--- src/rtl/adc_spi_pkg.sv ---
package adc_spi_pkg;
  localparam int CH_W    = 3;
  localparam int RES_W   = 12;
  localparam int BYTE_W  = 8;
  localparam int N_BYTES = 3;

  typedef enum logic [2:0] {
    ST_IDLE,
    ST_LO,
    ST_HI,
    ST_TAIL,
    ST_GAP
  } st_e;

  // start bit forced, external-clock mode forced
  function automatic logic [BYTE_W-1:0] cfg_byte(input logic [CH_W-1:0] chan,
                                                 input logic uni,
                                                 input logic sgl);
    return {1'b1, chan, uni, sgl, 2'b11};
  endfunction
endpackage

--- src/rtl/adc_spi_tick.sv ---
module adc_spi_tick #(
  parameter int HALF = 2
) (
  input  logic clk_i,
  input  logic rst_ni,
  input  logic run_i,
  output logic tick_o
);
  localparam int CNT_W = (HALF > 1) ? $clog2(HALF) : 1;
  localparam logic [CNT_W-1:0] LAST = CNT_W'(HALF - 1);

  logic [CNT_W-1:0] cnt_q;

  assign tick_o = run_i && (cnt_q == LAST);

  always_ff @(posedge clk_i or negedge rst_ni) begin
    if (!rst_ni)        cnt_q <= '0;
    else if (!run_i)    cnt_q <= '0;
    else if (tick_o)    cnt_q <= '0;
    else                cnt_q <= cnt_q + 1'b1;
  end
endmodule

--- src/rtl/adc_spi_shreg.sv ---
module adc_spi_shreg #(
  parameter int W = 24
) (
  input  logic         clk_i,
  input  logic         rst_ni,
  input  logic         load_i,
  input  logic [W-1:0] load_val_i,
  input  logic         shift_i,
  input  logic         sample_i,
  input  logic         miso_i,
  output logic         mosi_o,
  output logic [W-1:0] rx_o
);
  logic [W-1:0] tx_q, rx_q;

  always_ff @(posedge clk_i or negedge rst_ni) begin
    if (!rst_ni)      tx_q <= '0;
    else if (load_i)  tx_q <= load_val_i;
    else if (shift_i) tx_q <= {tx_q[W-2:0], 1'b0};
  end

  always_ff @(posedge clk_i or negedge rst_ni) begin
    if (!rst_ni)       rx_q <= '0;
    else if (load_i)   rx_q <= '0;
    else if (sample_i) rx_q <= {rx_q[W-2:0], miso_i};
  end

  assign mosi_o = tx_q[W-1];
  assign rx_o   = rx_q;
endmodule

--- src/rtl/adc_spi_host.sv ---
module adc_spi_host
  import adc_spi_pkg::*;
#(
  parameter int SYS_CLK_HZ = 100_000_000,
  parameter int SCLK_HZ    = 2_000_000
) (
  input  logic             clk_i,
  input  logic             rst_ni,
  input  logic             req_i,
  input  logic [CH_W-1:0]  chan_i,
  input  logic             unipolar_i,
  input  logic             single_i,
  output logic             busy_o,
  output logic             done_o,
  output logic [RES_W-1:0] result_o,
  output logic             cs_no,
  output logic             sclk_o,
  output logic             mosi_o,
  input  logic             miso_i
);
  localparam int DIV_HALF   = SYS_CLK_HZ / (2 * SCLK_HZ);
  localparam int FRAME_BITS = N_BYTES * BYTE_W;
  localparam int BIT_W      = $clog2(FRAME_BITS);
  localparam int RES_HI     = FRAME_BITS - 2;
  localparam int RES_LO     = RES_HI - RES_W + 1;
  localparam logic [BIT_W-1:0] LAST_BIT = BIT_W'(FRAME_BITS - 1);

  if (SCLK_HZ < 100_000 || SCLK_HZ > 2_000_000) begin : g_bad_rate
    $error("adc_spi_host: SCLK_HZ out of range");
  end
  if (DIV_HALF < 1) begin : g_bad_div
    $error("adc_spi_host: half-period below one system clock");
  end

  st_e              st_q;
  logic [BIT_W-1:0] bit_q;
  logic             gap_q;
  logic             tick;
  logic             run;
  logic             accept;
  logic [FRAME_BITS-1:0] rx_frame;
  logic [FRAME_BITS-1:0] frame_tx;

  assign accept   = (st_q == ST_IDLE) && req_i;
  assign run      = (st_q != ST_IDLE);
  assign frame_tx = {cfg_byte(chan_i, unipolar_i, single_i), {(FRAME_BITS-BYTE_W){1'b0}}};

  adc_spi_tick #(.HALF(DIV_HALF)) u_tick (
    .clk_i  (clk_i),
    .rst_ni (rst_ni),
    .run_i  (run),
    .tick_o (tick)
  );

  adc_spi_shreg #(.W(FRAME_BITS)) u_shreg (
    .clk_i      (clk_i),
    .rst_ni     (rst_ni),
    .load_i     (accept),
    .load_val_i (frame_tx),
    .shift_i    ((st_q == ST_HI) && tick && (bit_q != LAST_BIT)),
    .sample_i   ((st_q == ST_LO) && tick),
    .miso_i     (miso_i),
    .mosi_o     (mosi_o),
    .rx_o       (rx_frame)
  );

  always_ff @(posedge clk_i or negedge rst_ni) begin
    if (!rst_ni) begin
      st_q     <= ST_IDLE;
      bit_q    <= '0;
      gap_q    <= 1'b0;
      cs_no    <= 1'b1;
      sclk_o   <= 1'b0;
      busy_o   <= 1'b0;
      done_o   <= 1'b0;
      result_o <= '0;
    end else begin
      done_o <= 1'b0;
      unique case (st_q)
        ST_IDLE: if (req_i) begin
          st_q   <= ST_LO;
          cs_no  <= 1'b0;
          busy_o <= 1'b1;
          bit_q  <= '0;
        end
        ST_LO: if (tick) begin
          sclk_o <= 1'b1;
          st_q   <= ST_HI;
        end
        ST_HI: if (tick) begin
          sclk_o <= 1'b0;
          if (bit_q == LAST_BIT) st_q <= ST_TAIL;
          else begin
            bit_q <= bit_q + 1'b1;
            st_q  <= ST_LO;
          end
        end
        ST_TAIL: if (tick) begin
          cs_no <= 1'b1;
          gap_q <= 1'b0;
          st_q  <= ST_GAP;
        end
        ST_GAP: if (tick) begin
          if (gap_q) begin
            st_q     <= ST_IDLE;
            done_o   <= 1'b1;
            busy_o   <= 1'b0;
            result_o <= rx_frame[RES_HI:RES_LO];
          end else gap_q <= 1'b1;
        end
        default: st_q <= ST_IDLE;
      endcase
    end
  end
endmodule

--- config.mk ---
export PLATFORM = sky130hd
export DESIGN_NAME = adc_spi_host
export DESIGN_NICKNAME = d
export VERILOG_FILES = /design/src/rtl/adc_spi_pkg.sv /design/src/rtl/adc_spi_tick.sv /design/src/rtl/adc_spi_shreg.sv /design/src/rtl/adc_spi_host.sv
export SDC_FILE = /design/constraint.sdc
export NUM_CORES = 1
export LEC_CHECK = 0
export BUFFER_PORTS_ARGS = -buffer_cell sky130_fd_sc_hd__buf_2
export CAP_MARGIN = 5
export CELL_PAD_IN_SITES_DETAIL_PLACEMENT = 1
export CELL_PAD_IN_SITES_GLOBAL_PLACEMENT = 1
export CORE_MARGIN = 5
export CORE_UTILIZATION = 38
export CTS_CLUSTER_SIZE = 20
export DETAILED_ROUTE_END_ITERATION = 6
export PLACE_DENSITY_LB_ADDON = 0.25
export SLEW_MARGIN = 40
export SYNTH_ARGS = -nofsm -noshare
export SYNTH_HDL_FRONTEND = slang
export SYNTH_SLANG_ARGS = --single-unit
export TNS_END_PERCENT = 50
--- constraint.sdc ---
create_clock -name clk_i -period 1.7 [get_ports clk_i]
set_input_delay 0.34 -clock clk_i [delete_from_list [all_inputs] [get_ports clk_i]]
set_output_delay 0.34 -clock clk_i [all_outputs]
set_load 0.01 [all_outputs]
==> out/qor.txt <==
Dpl cells - 381
Initial antenna violation count - 0
Peak VDD IR - 0.619 mV
CTS tree - yes
WL final - 5.70 mm
CTS root buf - clkbuf_8
Most common cell in the synthesized netlist - nand2_1
Area share of the largest cell type after synthesis - 0.566
Routability Congestion - 0.731
Synth cell types - 37
Vias/cell - 4.88
Total power per unit cell area - 1410 nW/um^2
Drt initial violations - 70
Clock sinks - 61
Final Cycle Share - 1.03
Cell Area, Synth - 2660 sq um
Total gr overflow - 0
N_diodes - 0
Outcome - finished with violations
Largest net degree at the start of global routing - 25
Share of cells above drive strength 1 - 0.293
WP data required - 1.93 ns
Syn Area/Cell - 10.4 sq um
HP Class - in -> reg
Die H - 93.6 um
Routed WL per cell - 14.1 um
Antenna Violating Nets Remaining - 0
Worst-margin pin slew - 0.483 ns
RSZ-0062 raised after global routing - true
Post-Syn Nets - 268
Clock skew - 0.00606 ns
Final cell count without fillers - 403
Clock latency at the later pin of the worst-skew pair - 0.34 ns
Commonest cells post-synth - nand2_1 (71), dfrtp_1 (60), a21oi_1 (27)
CP arrival - 1.98 ns
Pleak - 1.61 nW
Die area - 8760 sq um
Cell Area, Placed - 3030 sq um
Vias in the first global route - 2,021
Synth area leader - dfrtp_1
Gr busiest metal - met2
First-pass GRT wire length - 9.62 mm
Critical path type - reg -> reg
Startpoint types - flip-flop
Port Buffers - 25
Met3 Use GR - 0.0523
Slack of the critical path - -0.0467 ns
EDFF count, synth - 0
HPWL Detailed - 3.75 mm
Initial DRT Pass Iterations - 4
Min cycle time layout - 1.75 ns
Die width - 93.6 um
H-Tree Depth - 3
Global Route Usage Sum - 0.139
Post-layout nets - 314
Max Fclk - 572 MHz
Synth warnings - 0
Mapped Cells - 256
Drt drc - 0
Cts bufs inserted - 9
CP Max Fanout - 7
Final hold vios - 0
Number of I/O pins - 26
Top_reg_cell synth - dfrtp_1
Failing checks - setup timing
Max-slew violations - 0
Grt met1 use - 0.177
Worst slew margin relative to its limit - 0.678
Via count - 1,966
Clock tree buffer depth - 2
Number of cell rows - 30
Final instance area - 3400 sq um
Initial core utilization - 0.391
FFs w/ async S/R, synth - 1.00
Global-route track usage on met2 - 0.220
Maxcap violations - 0
# setup viols final - 12
Synthesized flop and latch total - 61
Area Overhead vs Synth - 27.9%
Core area - 6790 sq um
Filler cells - 761
CTS clk-pin slew, worst paths - 0.07 ns
Largest cells by area after synthesis - dfrtp_1 (57%), nand2_1 (10%), a21oi_1 (5.1%)
Post-synthesis sequential area ratio - 0.575
Critical Path End Type - flip-flop
## cell families after synthesis
group / share of synthesized area
adder cells (fa/ha/maj): 0.0141
multiplexers: 0.0622
XOR/XNOR: 0.00990
buffers and inverters: 0.0363
flip-flops: 0.575
AO/OA/AOI/OAI: 0.101
AND/OR/NAND/NOR: 0.201
## layout make-up
| cell class | instances | area [sq um] | share of cell area |
|---|---|---|---|
| Tap cell | 96 | 120 | 0.0354 |
| Multi-Input combinational cell | 175 | 1090 | 0.322 |
| Inverter | 6 | 22.5 | 0.00663 |
| Clock buffer | 10 | 138 | 0.0405 |
| Clock inverter | 6 | 109 | 0.0320 |
| Sequential cell | 61 | 1530 | 0.450 |
| Timing Repair Buffer | 49 | 388 | 0.114 |
## where the power goes
| group | switching, W | internal [W] | total (W) |
|---|---|---|---|
| clock | 0.000589 | 0.00101 | 0.00160 |
| combinational | 0.000552 | 0.000509 | 0.00106 |
| sequential | 0.000311 | 0.00183 | 0.00214 |
| total | 0.00145 | 0.00335 | 0.00480 |
## sequential cells by signal, indices dropped and copies added, names as in the netlist, 3 cells and up
register,count
result_o,12
u_shreg.rx_o,23
u_tick.cnt_q,5
st_q,3
u_shreg.tx_q,8
bit_q,5
## through the flow
stage	hold slack, ns	util	setup TNS (ns)	power [W]	setup slack, ns
floorplan	0.0444	-	-0.274	0.00275	-0.0342
global route	0.209	0.500	-1.75	0.00513	-0.116
global placement	0.332	0.446	0	0.00309	0.0191
detailed placement	0.337	0.446	-0.538	0.00315	-0.0673
CTS	0.198	0.485	-0.706	0.00478	-0.0786
finish	0.206	0.500	-0.471	0.00480	-0.0467
## final timing paths
check | from | end | slack (ns) | cells past startpoint
setup reg to reg | u_tick.cnt_q[0]$_DFF_PN0_ | result_o[10]$_DFFE_PN0P_ | -0.05 | 7
min in group asynchronous | rst_ni | u_shreg.rx_o[10]$_DFFE_PN0P_ | 0.48 | 2
hold / removal | unipolar_i | u_shreg.tx_q[19]$_DFFE_PN0P_ | 0.21 | 3
max in group asynchronous | rst_ni | u_shreg.tx_q[22]$_DFFE_PN0P_ | 0.73 | 3
setup / recovery | u_tick.cnt_q[0]$_DFF_PN0_ | result_o[10]$_DFFE_PN0P_ | -0.05 | 7
hold reg to reg | u_shreg.tx_q[19]$_DFFE_PN0P_ | u_shreg.tx_q[19]$_DFFE_PN0P_ | 0.48 | 2
## metal layers
| metal | share of wire | wire length, um | up-vias |
|---|---|---|---|
| met5 | 0 | 0 | - |
| met4 | 0.0086 | 49 | 0 |
| met3 | 0.042 | 239 | 8 |
| met2 | 0.49 | 2770 | 30 |
| met1 | 0.46 | 2640 | 974 |
| li1 | - | - | 954 |
## placed cells by master (no fill, tap or decap), drive strengths merged, types with 3 or more instances in the layout
cell type,n
a22oi,4
nand3,8
nor2,16
buf,47
o21ai,7
nand2,71
clkbuf,11
mux2,12
a31oi,4
a21oi,27
dfrtp,60
bufinv,3
ha,3
or3,3
inv,7
nand4b,3
## worst max-delay path: stages (launching register included)
cell and delay [ns]:
dfrtp_1 0.39, inv_2 0.08, ha_4 0.14, nand4b_4 0.12, nor2_4 0.10, and4b_2 0.32, clkbuf_16 0.18, mux2_4 0.29
## timing repair
item / CTS / global route
endpoints found under the hold margin: 15 / 0
gates resized for setup: 3 / 11
hold buffers: 1 / 0
pin swaps: 0 / 2
cloned: 0 / 1
setup endpoints to repair: 14 / 50
setup buffers: 0 / 4
(Power assumes the default switching activity.)
